## config.mk

```make
export PLATFORM = sky130hd
export DESIGN_NAME = hp_event_bank
export DESIGN_NICKNAME = d
export VERILOG_FILES = /design/src/rtl/hp_pkg.sv /design/src/rtl/hp_gpe_regs.sv /design/src/rtl/hp_cpu_map.sv /design/src/rtl/hp_slot_regs.sv /design/src/rtl/hp_event_bank.sv
export SDC_FILE = /design/constraint.sdc
export NUM_CORES = 1
export LEC_CHECK = 0
export ABC_AREA = 1
export BUFFER_PORTS_ARGS = -buffer_cell sky130_fd_sc_hd__buf_2
export CAP_MARGIN = 25
export CELL_PAD_IN_SITES_DETAIL_PLACEMENT = 0
export CELL_PAD_IN_SITES_GLOBAL_PLACEMENT = 1
export CORE_ASPECT_RATIO = 1.25
export CORE_MARGIN = 2
export CORE_UTILIZATION = 35
export CTS_BUF_LIST = sky130_fd_sc_hd__clkbuf_2
export DETAILED_ROUTE_END_ITERATION = 7
export PLACE_DENSITY_LB_ADDON = 0.08
export SLEW_MARGIN = 20
export SYNTH_ARGS = -nofsm -noshare
export SYNTH_HDL_FRONTEND = slang
export SYNTH_SLANG_ARGS = --single-unit
```

## constraint.sdc

```tcl
create_clock -name clk -period 3.18 [get_ports clk]
set_clock_uncertainty 0.15 [all_clocks]
set_input_delay 0.636 -clock clk [delete_from_list [all_inputs] [get_ports clk]]
set_output_delay 0.636 -clock clk [all_outputs]
set_load 0.01 [all_outputs]
```

## src/rtl/hp_pkg.sv

```systemverilog
package hp_pkg;
  typedef enum logic {WIN_GPE = 1'b0, WIN_CPU = 1'b1} win_e;

  localparam int STS_W        = 16;
  localparam int GPE_BYTES    = 4;
  localparam int STS_SLOT_BIT = 1;
  localparam int STS_CPU_BIT  = 2;

  // Presence image for one bitmap byte: bit i set when (b*8+i) < n
  function automatic logic [7:0] present_byte(input int b, input int n);
    logic [7:0] v;
    for (int i = 0; i < 8; i++) v[i] = ((b * 8 + i) < n);
    return v;
  endfunction
endpackage

```

## src/rtl/hp_gpe_regs.sv

```systemverilog
module hp_gpe_regs
  import hp_pkg::*;
(
  input  logic             clk,
  input  logic             rst_n,
  input  logic             wr_en,
  input  logic [1:0]       addr,
  input  logic [7:0]       wdata,
  input  logic             cpu_set,
  input  logic             slot_set,
  output logic [STS_W-1:0] sts_q,
  output logic [STS_W-1:0] en_q,
  output logic [7:0]       rd_byte
);
  localparam int LANES = STS_W / 8;

  logic [STS_W-1:0] set_mask;
  always_comb begin
    set_mask = '0;
    set_mask[STS_CPU_BIT]  = cpu_set;
    set_mask[STS_SLOT_BIT] = slot_set;
  end

  // addr[1] picks status (0) or enable (1); addr[0] picks the lane
  for (genvar l = 0; l < LANES; l++) begin : g_lane
    logic hit;
    assign hit = wr_en && (int'(addr[0]) == l);

    always_ff @(posedge clk) begin
      if (!rst_n) begin
        sts_q[l*8 +: 8] <= '0;
        en_q[l*8 +: 8]  <= '0;
      end else begin
        // clear first, then OR in events so a set wins
        sts_q[l*8 +: 8] <= ((hit && !addr[1]) ? (sts_q[l*8 +: 8] & ~wdata)
                                              : sts_q[l*8 +: 8])
                           | set_mask[l*8 +: 8];
        if (hit && addr[1]) en_q[l*8 +: 8] <= wdata;
      end
    end
  end

  always_comb begin
    unique case (addr)
      2'd0:    rd_byte = sts_q[7:0];
      2'd1:    rd_byte = sts_q[15:8];
      2'd2:    rd_byte = en_q[7:0];
      default: rd_byte = en_q[15:8];
    endcase
  end
endmodule

```

## src/rtl/hp_cpu_map.sv

```systemverilog
module hp_cpu_map
  import hp_pkg::*;
#(
  parameter int MAP_BYTES   = 32,
  parameter int NUM_PRESENT = 1,
  localparam int IDX_W  = $clog2(MAP_BYTES * 8),
  localparam int ADDR_W = $clog2(MAP_BYTES)
) (
  input  logic                   clk,
  input  logic                   rst_n,
  input  logic                   evt_valid,
  input  logic [IDX_W-1:0]       evt_idx,
  input  logic                   evt_insert,
  input  logic [ADDR_W-1:0]      rd_addr,
  output logic [7:0]             rd_byte,
  output logic [MAP_BYTES*8-1:0] map_q
);
  for (genvar b = 0; b < MAP_BYTES; b++) begin : g_byte
    logic hit;
    assign hit = evt_valid && (int'(evt_idx[IDX_W-1:3]) == b);

    always_ff @(posedge clk) begin
      if (!rst_n)
        map_q[b*8 +: 8] <= present_byte(b, NUM_PRESENT);
      else if (hit)
        map_q[b*8 + int'(evt_idx[2:0])] <= evt_insert;
    end
  end

  assign rd_byte = map_q[int'(rd_addr)*8 +: 8];
endmodule

```

## src/rtl/hp_slot_regs.sv

```systemverilog
module hp_slot_regs #(
  parameter int SLOTS = 32,
  localparam int IDX_W = $clog2(SLOTS)
) (
  input  logic             clk,
  input  logic             rst_n,
  input  logic             evt_valid,
  input  logic [IDX_W-1:0] evt_idx,
  input  logic             evt_insert,
  output logic [SLOTS-1:0] up_q,
  output logic [SLOTS-1:0] down_q
);
  logic [SLOTS-1:0] onehot;
  assign onehot = {{(SLOTS-1){1'b0}}, 1'b1} << evt_idx;

  always_ff @(posedge clk) begin
    if (!rst_n) begin
      up_q   <= '0;
      down_q <= '0;
    end else if (evt_valid) begin
      // each event forgets the previous one
      up_q   <= evt_insert ? onehot : '0;
      down_q <= evt_insert ? '0 : onehot;
    end
  end
endmodule

```

## src/rtl/hp_event_bank.sv

```systemverilog
module hp_event_bank
  import hp_pkg::*;
#(
  parameter int MAP_BYTES   = 32,
  parameter int SLOTS       = 32,
  parameter int NUM_PRESENT = 11,
  localparam int ADDR_W     = $clog2(MAP_BYTES),
  localparam int CPU_IDX_W  = $clog2(MAP_BYTES * 8),
  localparam int SLOT_IDX_W = $clog2(SLOTS)
) (
  input  logic                  clk,
  input  logic                  rst_n,
  input  logic                  acc_win,
  input  logic [ADDR_W-1:0]     acc_addr,
  input  logic                  acc_wr,
  input  logic [7:0]            acc_wdata,
  output logic [7:0]            acc_rdata,
  input  logic                  cpu_evt_valid,
  input  logic [CPU_IDX_W-1:0]  cpu_evt_idx,
  input  logic                  cpu_evt_insert,
  input  logic                  slot_evt_valid,
  input  logic [SLOT_IDX_W-1:0] slot_evt_idx,
  input  logic                  slot_evt_insert,
  output logic [SLOTS-1:0]      slot_up,
  output logic [SLOTS-1:0]      slot_down,
  output logic                  gpe_event
);
  win_e                   win;
  logic                   gpe_mapped;
  logic [STS_W-1:0]       sts_q, en_q;
  logic [7:0]             gpe_byte, map_byte;
  logic [MAP_BYTES*8-1:0] map_q;
  logic [STS_W-1:0]       evt_mask;

  assign win        = win_e'(acc_win);
  assign gpe_mapped = (int'(acc_addr) < GPE_BYTES);

  hp_gpe_regs u_gpe (
    .clk      (clk),
    .rst_n    (rst_n),
    .wr_en    (acc_wr && win == WIN_GPE && gpe_mapped),
    .addr     (acc_addr[1:0]),
    .wdata    (acc_wdata),
    .cpu_set  (cpu_evt_valid),
    .slot_set (slot_evt_valid),
    .sts_q    (sts_q),
    .en_q     (en_q),
    .rd_byte  (gpe_byte)
  );

  hp_cpu_map #(.MAP_BYTES(MAP_BYTES), .NUM_PRESENT(NUM_PRESENT)) u_map (
    .clk        (clk),
    .rst_n      (rst_n),
    .evt_valid  (cpu_evt_valid),
    .evt_idx    (cpu_evt_idx),
    .evt_insert (cpu_evt_insert),
    .rd_addr    (acc_addr),
    .rd_byte    (map_byte),
    .map_q      (map_q)
  );

  hp_slot_regs #(.SLOTS(SLOTS)) u_slot (
    .clk        (clk),
    .rst_n      (rst_n),
    .evt_valid  (slot_evt_valid),
    .evt_idx    (slot_evt_idx),
    .evt_insert (slot_evt_insert),
    .up_q       (slot_up),
    .down_q     (slot_down)
  );

  always_comb begin
    if (win == WIN_CPU)  acc_rdata = map_byte;
    else if (gpe_mapped) acc_rdata = gpe_byte;
    else                 acc_rdata = 8'hFF;
  end

  always_comb begin
    evt_mask = '0;
    evt_mask[STS_CPU_BIT]  = 1'b1;
    evt_mask[STS_SLOT_BIT] = 1'b1;
  end
  assign gpe_event = |(sts_q & en_q & evt_mask);
endmodule

```

==> impl_metrics.env, run 1 <==
export IMPL_status="finished clean"
export IMPL_syn_avg_cell_area_um2=7.746
export IMPL_grt_max_degree=66
export IMPL_post_cts_buffers=0
export IMPL_diodes=0
export IMPL_syn_nets=564
export IMPL_drive_above_1_share=0.2219
export IMPL_initial_utilization=0.3568
export IMPL_path_class="input port to primary output"
export IMPL_coreArea_um2=11510
export IMPL_fp_dieW_um=100.9
export IMPL_end_kind="primary output"
export IMPL_dr_pass1_iters=4
export IMPL_relSlewSlack=0.4386
export IMPL_row_count=44
export IMPL_slew_viol_final=0
export IMPL_grt_remaining_overflow=0
export IMPL_antenna_found_initial=0
export IMPL_hp_class="input port to register"
export IMPL_grt_pass1_wl_mm=17.79
export IMPL_drt_iter0_markers=161
export IMPL_worstMarginPinSlew_ns=0.8412
export IMPL_cts_sink_count=96
export IMPL_ctsResizeCount=0
export IMPL_cts_hold_buffers=0
export IMPL_yosys_register_bits=96
export IMPL_avgViaCountPerCell=4.911
export IMPL_grt_pass1_vias=3490
export IMPL_rsz0062_at_grt="no"
export IMPL_numPortBuffers=97
export IMPL_timing_final_crit_share=0.8205
export IMPL_path_max_fanout=14
export IMPL_clk_latency_ns=0.54
export IMPL_postSynthCellCount=530
export IMPL_syn_to_final_growth_pct=12.16
export IMPL_power_w=0.001982
export IMPL_p_leak_nw=1.975
export IMPL_finalCriticalPeriod_ns=2.609
export IMPL_r2r_end="u_slot.up_q[3]"
export IMPL_cp_start_kind="input port"
export IMPL_final_nets=642
export IMPL_die_h_um=125.1
export IMPL_ant_nets=0
export IMPL_grt_use_total=0.1752
export IMPL_yosysSeqAreaShare=0.4681
export IMPL_r2r_slack_ns=2.34
export IMPL_crit_path_end="acc_rdata[4]"
export IMPL_grtUsageMet2=0.2902
export IMPL_fin_setup_tns_ns=0
export IMPL_yosysUniqueCellTypes=26
export IMPL_power_density_nw_per_um2=430.5
export IMPL_hold_viol=0
export IMPL_vias=3688
export IMPL_crit_start="acc_addr[0]"
export IMPL_max_freq_mhz=383.3
export IMPL_maxCapViolations=0
export IMPL_cts_max_level=3
export IMPL_met1_usage=0.2249
export IMPL_reg2regPathDepth=2
export IMPL_irDropWorstVdd_mv=0.1875
export IMPL_fp_dieArea_um2=12620
export IMPL_clock_path_buffers=2
export IMPL_drt_total_wl_mm=10.93
export IMPL_gp_congestion=0.7534
export IMPL_worstPathRequired_ns=2.39
export IMPL_clkTransAtPathRegs_ns=0.24
export IMPL_io_pins=107
export IMPL_crit_arrival_ns=1.82
export IMPL_cts_root_buf="clkbuf_2"
export IMPL_final_common_cell="nand2_1"
export IMPL_avgRoutedWirePerCell_um=14.55
export IMPL_grt_util_met3=0.02907
export IMPL_cts_buffers=9
export IMPL_timing_rr_start="u_slot.up_q[3]"
export IMPL_busiest_layer="met2"
export IMPL_cts_tree="yes"
export IMPL_synth_area_um2=4105
export IMPL_layout_common_cells="nand2_1 (102), buf_2 (97), dfxtp_1 (96), nor2_1 (77), a21oi_1 (73)"
export IMPL_yosys_warnings=512
export IMPL_drc_errors=0
export IMPL_finalSetupViolCount=0
export IMPL_hpwl_mm=7.345
-- worst max-delay path: stages --
cell and delay [ns]:
buf_2 0.11, inv_1 0.05, nor2_2 0.48, nand2_1 0.09
and3_1 0.19, a21oi_1 0.12, buf_2 0.14
-- cell families (layout without fill, tap and decap cells) --
| kind of cell | count (synthesis) | in the layout | synth area share |
|---|---|---|---|
| simple gates | 277 | 277 | 0.3139 |
| flops | 96 | 96 | 0.4681 |
| compound gates | 90 | 90 | 0.1106 |
| buf+inv | 67 | 150 | 0.1073 |
-- cells in the mapped netlist --
library cell | count | area share
buf_2 | 4 | 0.0049
clkbuf_8 | 9 | 0.030
buf_1 | 1 | 0.00091
and3_1 | 2 | 0.0030
nand2_2 | 4 | 0.0061
a22o_1 | 1 | 0.0021
nand2_1 | 102 | 0.093
o21ai_0 | 16 | 0.020
nor2_1 | 77 | 0.070
dlymetal6s2s_1 | 2 | 0.0061
nor3_4 | 4 | 0.016
clkbuf_2 | 1 | 0.0012
nand3_1 | 36 | 0.044
nor2_2 | 3 | 0.0046
dfxtp_1 | 96 | 0.47
a21oi_1 | 73 | 0.089
clkinv_1 | 1 | 0.00091
clkbuf_1 | 5 | 0.0046
clkbuf_4 | 3 | 0.0055
buf_6 | 6 | 0.016
nand4_1 | 44 | 0.067
nor2_8 | 1 | 0.0049
nor3_1 | 4 | 0.0049
buf_4 | 5 | 0.0091
inv_1 | 24 | 0.022
inv_2 | 6 | 0.0055
-- where the power goes --
| group | total [W] | internal [W] | switching (W) | leakage, nW |
|---|---|---|---|---|
| Clock | 0.000587 | 0.000174 | 0.000413 | 0.0644 |
| Sequential | 0.00122 | 0.00121 | 0.00000430 | 0.774 |
| Combinational | 0.000177 | 0.0000447 | 0.000132 | 1.14 |
-- worst min path at each step --
stage / start / slack, ns / end / cells past startpoint
after global routing: cpu_evt_valid / 0.12 / u_gpe.sts_q[2] / 3
after CTS: cpu_evt_valid / 0.11 / u_gpe.sts_q[2] / 3
after global placement: u_gpe.sts_q[12] / 0.29 / u_gpe.sts_q[12] / 2
final: cpu_evt_valid / 0.17 / u_gpe.sts_q[2] / 3
after detailed placement: u_gpe.sts_q[6] / 0.29 / u_gpe.sts_q[6] / 2
after floorplan: u_gpe.sts_q[0] / 0.28 / u_gpe.sts_q[0] / 2
-- per-stage QoR --
step / utilization / worst slack, ns / hold slack (ns) / instances / instance area [µm²]
floorplan: - / 0.9532 / 0.2824 / 530 / 4105
global placement: 0.3891 / 0.5419 / 0.2902 / 734 / 4477
detailed placement: 0.3908 / 0.5757 / 0.2948 / 735 / 4497
CTS: 0.4002 / 0.5303 / 0.1143 / 751 / 4604
global route: 0.4002 / 0.3941 / 0.1199 / 751 / 4604
finish: 0.4002 / 0.5707 / 0.1657 / 751 / 4604
-- sequential cells by signal, summed over array words and instances, names as in the netlist --
name and count:
u_gpe.sts_q 16, u_gpe.en_q 16, u_slot.up_q 32, u_slot.down_q 32
-- area by class of cell --
type / count / area [µm²]
Fill cell: 1253 / 6902
Tap cell: 138 / 172.7
Clock buffer: 9 / 45.04
Timing Repair Buffer: 103 / 543.0
Sequential cell: 96 / 1922
Inverter: 31 / 116.4
Multi-Input combinational cell: 367 / 1743
Clock inverter: 7 / 62.56
-- per-layer routing --
metal  share of wire  vias up  routed length, µm
li1                -     1930                  -
met5               0        -                  0
met3           0.049        9                533
met2            0.49       88               5340
met1            0.45     1661               4915
met4           0.013        0                137
Power figures use the tool's default switching activity.
==> run 2: changes to the inputs <==
Clock period 3.18 ns to 2.7 ns, I/O delays scaled along.
==> run 2 against run 1 <==
Cell count rose by 0.40%; first-iteration DRC count rose by 29%; sequential cell count did not move; register-to-register slack got worse by 0.48 ns; non-clock buffer count rose by 3; die area did not move; global-route usage rose by 0.13 points; power rose by 22%; highest routed layer unchanged.
==> impl_metrics.env, run 2 (synthesized netlist as in run 1, its figures left out) <==
export IMPL_drt_total_wl_mm=10.93
export IMPL_fillers=1269
export IMPL_finalSetupViolCount=0
export IMPL_final_nets=645
export IMPL_worstPathRequired_ns=2.01
export IMPL_drt_iter0_markers=208
export IMPL_maxCapViolations=0
export IMPL_end_kind="primary output"
export IMPL_diodes=0
export IMPL_crit_start="acc_addr[1]"
export IMPL_r2r_slack_ns=1.86
export IMPL_worstMarginPinSlew_ns=0.6524
export IMPL_grt_pass1_wl_mm=17.80
export IMPL_timing_final_crit_share=0.8448
export IMPL_status="finished clean"
export IMPL_rsz0062_at_grt="no"
export IMPL_grt_use_total=0.1765
export IMPL_gp_congestion=0.7630
export IMPL_clk_latency_ns=0.53
export IMPL_crit_path_max_incr_delay_ns=0.35
export IMPL_initial_utilization=0.3568
export IMPL_path_max_fanout=9
export IMPL_r2r_end="u_slot.up_q[3]"
export IMPL_drc_errors=0
export IMPL_cp_start_kind="input port"
export IMPL_hp_class="input port to register"
export IMPL_final_cells=754
export IMPL_layout_common_cells="nand2_1 (102), buf_2 (97), dfxtp_1 (96), nor2_1 (77), a21oi_1 (73)"
export IMPL_vias=3709
export IMPL_finalCriticalPeriod_ns=2.281
export IMPL_max_freq_mhz=438.4
export IMPL_ant_nets=0
export IMPL_cts_sink_count=96
export IMPL_dr_pass1_iters=4
export IMPL_fp_dieArea_um2=12620
export IMPL_reg2regPathDepth=2
export IMPL_timing_rr_start="u_slot.up_q[3]"
export IMPL_cts_buffers=9
export IMPL_path_cells="buf_2 > inv_1 > nor2_2 > nand2_1 > and3_1 > a21oi_1 > buf_2"
export IMPL_io_pins=107
export IMPL_clock_path_buffers=2
export IMPL_cts_tree="yes"
export IMPL_dp_cells=738
export IMPL_numPortBuffers=97
export IMPL_grt_max_degree=66
export IMPL_drive_above_1_share=0.2273
export IMPL_worst_path_max_delay_cell="nor2_2"
export IMPL_cts_root_buf="clkbuf_2"
export IMPL_power_density_nw_per_um2=521.0
export IMPL_relSlewSlack=0.5651
export IMPL_path_class="input port to primary output"
export IMPL_hold_viol=0
export IMPL_fp_dieW_um=100.9
export IMPL_cts_hold_buffers=0
export IMPL_coreArea_um2=11510
export IMPL_crit_path_frequent_cell="buf_2"
export IMPL_die_h_um=125.1
export IMPL_crit_arrival_ns=1.59
export IMPL_final_common_cell="nand2_1"
export IMPL_crit_path_end="acc_rdata[2]"
export IMPL_irDropWorstVdd_mv=0.2388
export IMPL_grt_pass1_vias=3526
export IMPL_slew_viol_final=0
export IMPL_row_count=44
export IMPL_fin_setup_tns_ns=0
export IMPL_post_cts_buffers=0
export IMPL_syn_to_final_growth_pct=13.53
export IMPL_cts_max_level=3
export IMPL_hpwl_mm=7.549
export IMPL_avgViaCountPerCell=4.919
export IMPL_p_leak_nw=2.006
export IMPL_largestRegisters="u_slot.down_q x32, u_slot.up_q x32"
export IMPL_ctsResizeCount=0
export IMPL_avgRoutedWirePerCell_um=14.50
export IMPL_antenna_found_initial=0
export IMPL_grt_remaining_overflow=0
export IMPL_clkTransAtPathRegs_ns=0.23
[run 2: worst min path at each step]
| stage | from | end | slack [ns] | depth (start not counted) |
|---|---|---|---|---|
| 6_report | cpu_evt_valid | u_gpe.sts_q[2] | 0.07 | 3 |
| 3_5_place_dp | u_gpe.sts_q[6] | u_gpe.sts_q[6] | 0.30 | 2 |
| 3_3_place_gp | u_gpe.sts_q[12] | u_gpe.sts_q[12] | 0.29 | 2 |
| 2_1_floorplan | u_gpe.sts_q[0] | u_gpe.sts_q[0] | 0.28 | 2 |
| 4_1_cts | cpu_evt_valid | u_gpe.sts_q[2] | 0.02 | 3 |
| 5_1_grt | cpu_evt_valid | u_gpe.sts_q[2] | 0.03 | 3 |
[run 2: worst max-delay path: cells and delay by family]
| kind | cells | cell delay (ns) |
|---|---|---|
| buffers and inverters | 3 | 0.31 |
| AND/OR/NAND/NOR | 3 | 0.62 |
| AO/OA/AOI/OAI | 1 | 0.12 |
[run 2: cell type report]
type                    count  area (µm²)  area share
clock buffers              10       50.05     0.01074
well taps                 138       172.7     0.03705
clock inverters             6       83.83     0.01799
flip-flops and latches     96        1922      0.4123
repair buffers            106       573.1      0.1230
inverters                  31       116.4     0.02497
multi-input cells         367        1743      0.3740
[run 2: stage by stage]
| stage | util | setup WS (ns) | hold slack [ns] | power [W] | cell area, µm² |
|---|---|---|---|---|---|
| after floorplan | - | 0.6652 | 0.2824 | 0.001620 | 4105 |
| after global placement | 0.3910 | 0.4177 | 0.2900 | 0.001670 | 4499 |
| after detailed placement | 0.3934 | 0.3880 | 0.2962 | 0.001678 | 4527 |
| after CTS | 0.4051 | 0.3835 | 0.02011 | 0.002476 | 4661 |
| after global routing | 0.4051 | 0.2706 | 0.02959 | 0.002555 | 4661 |
| final | 0.4051 | 0.4190 | 0.07271 | 0.002428 | 4661 |
[run 2: power by group]
| part | internal (W) | switching [W] |
|---|---|---|
| registers | 0.00143 | 0.00000488 |
| logic | 0.0000569 | 0.000158 |
| clock network | 0.000306 | 0.000473 |
[run 2: per-layer routing]
layer	GRT usage	part of all wire	up-vias
met2	0.2965	0.49	90
met5	0	0	-
met3	0.03689	0.045	8
li1	-	-	1933
met1	0.2263	0.45	1678
met4	0.05157	0.0081	0
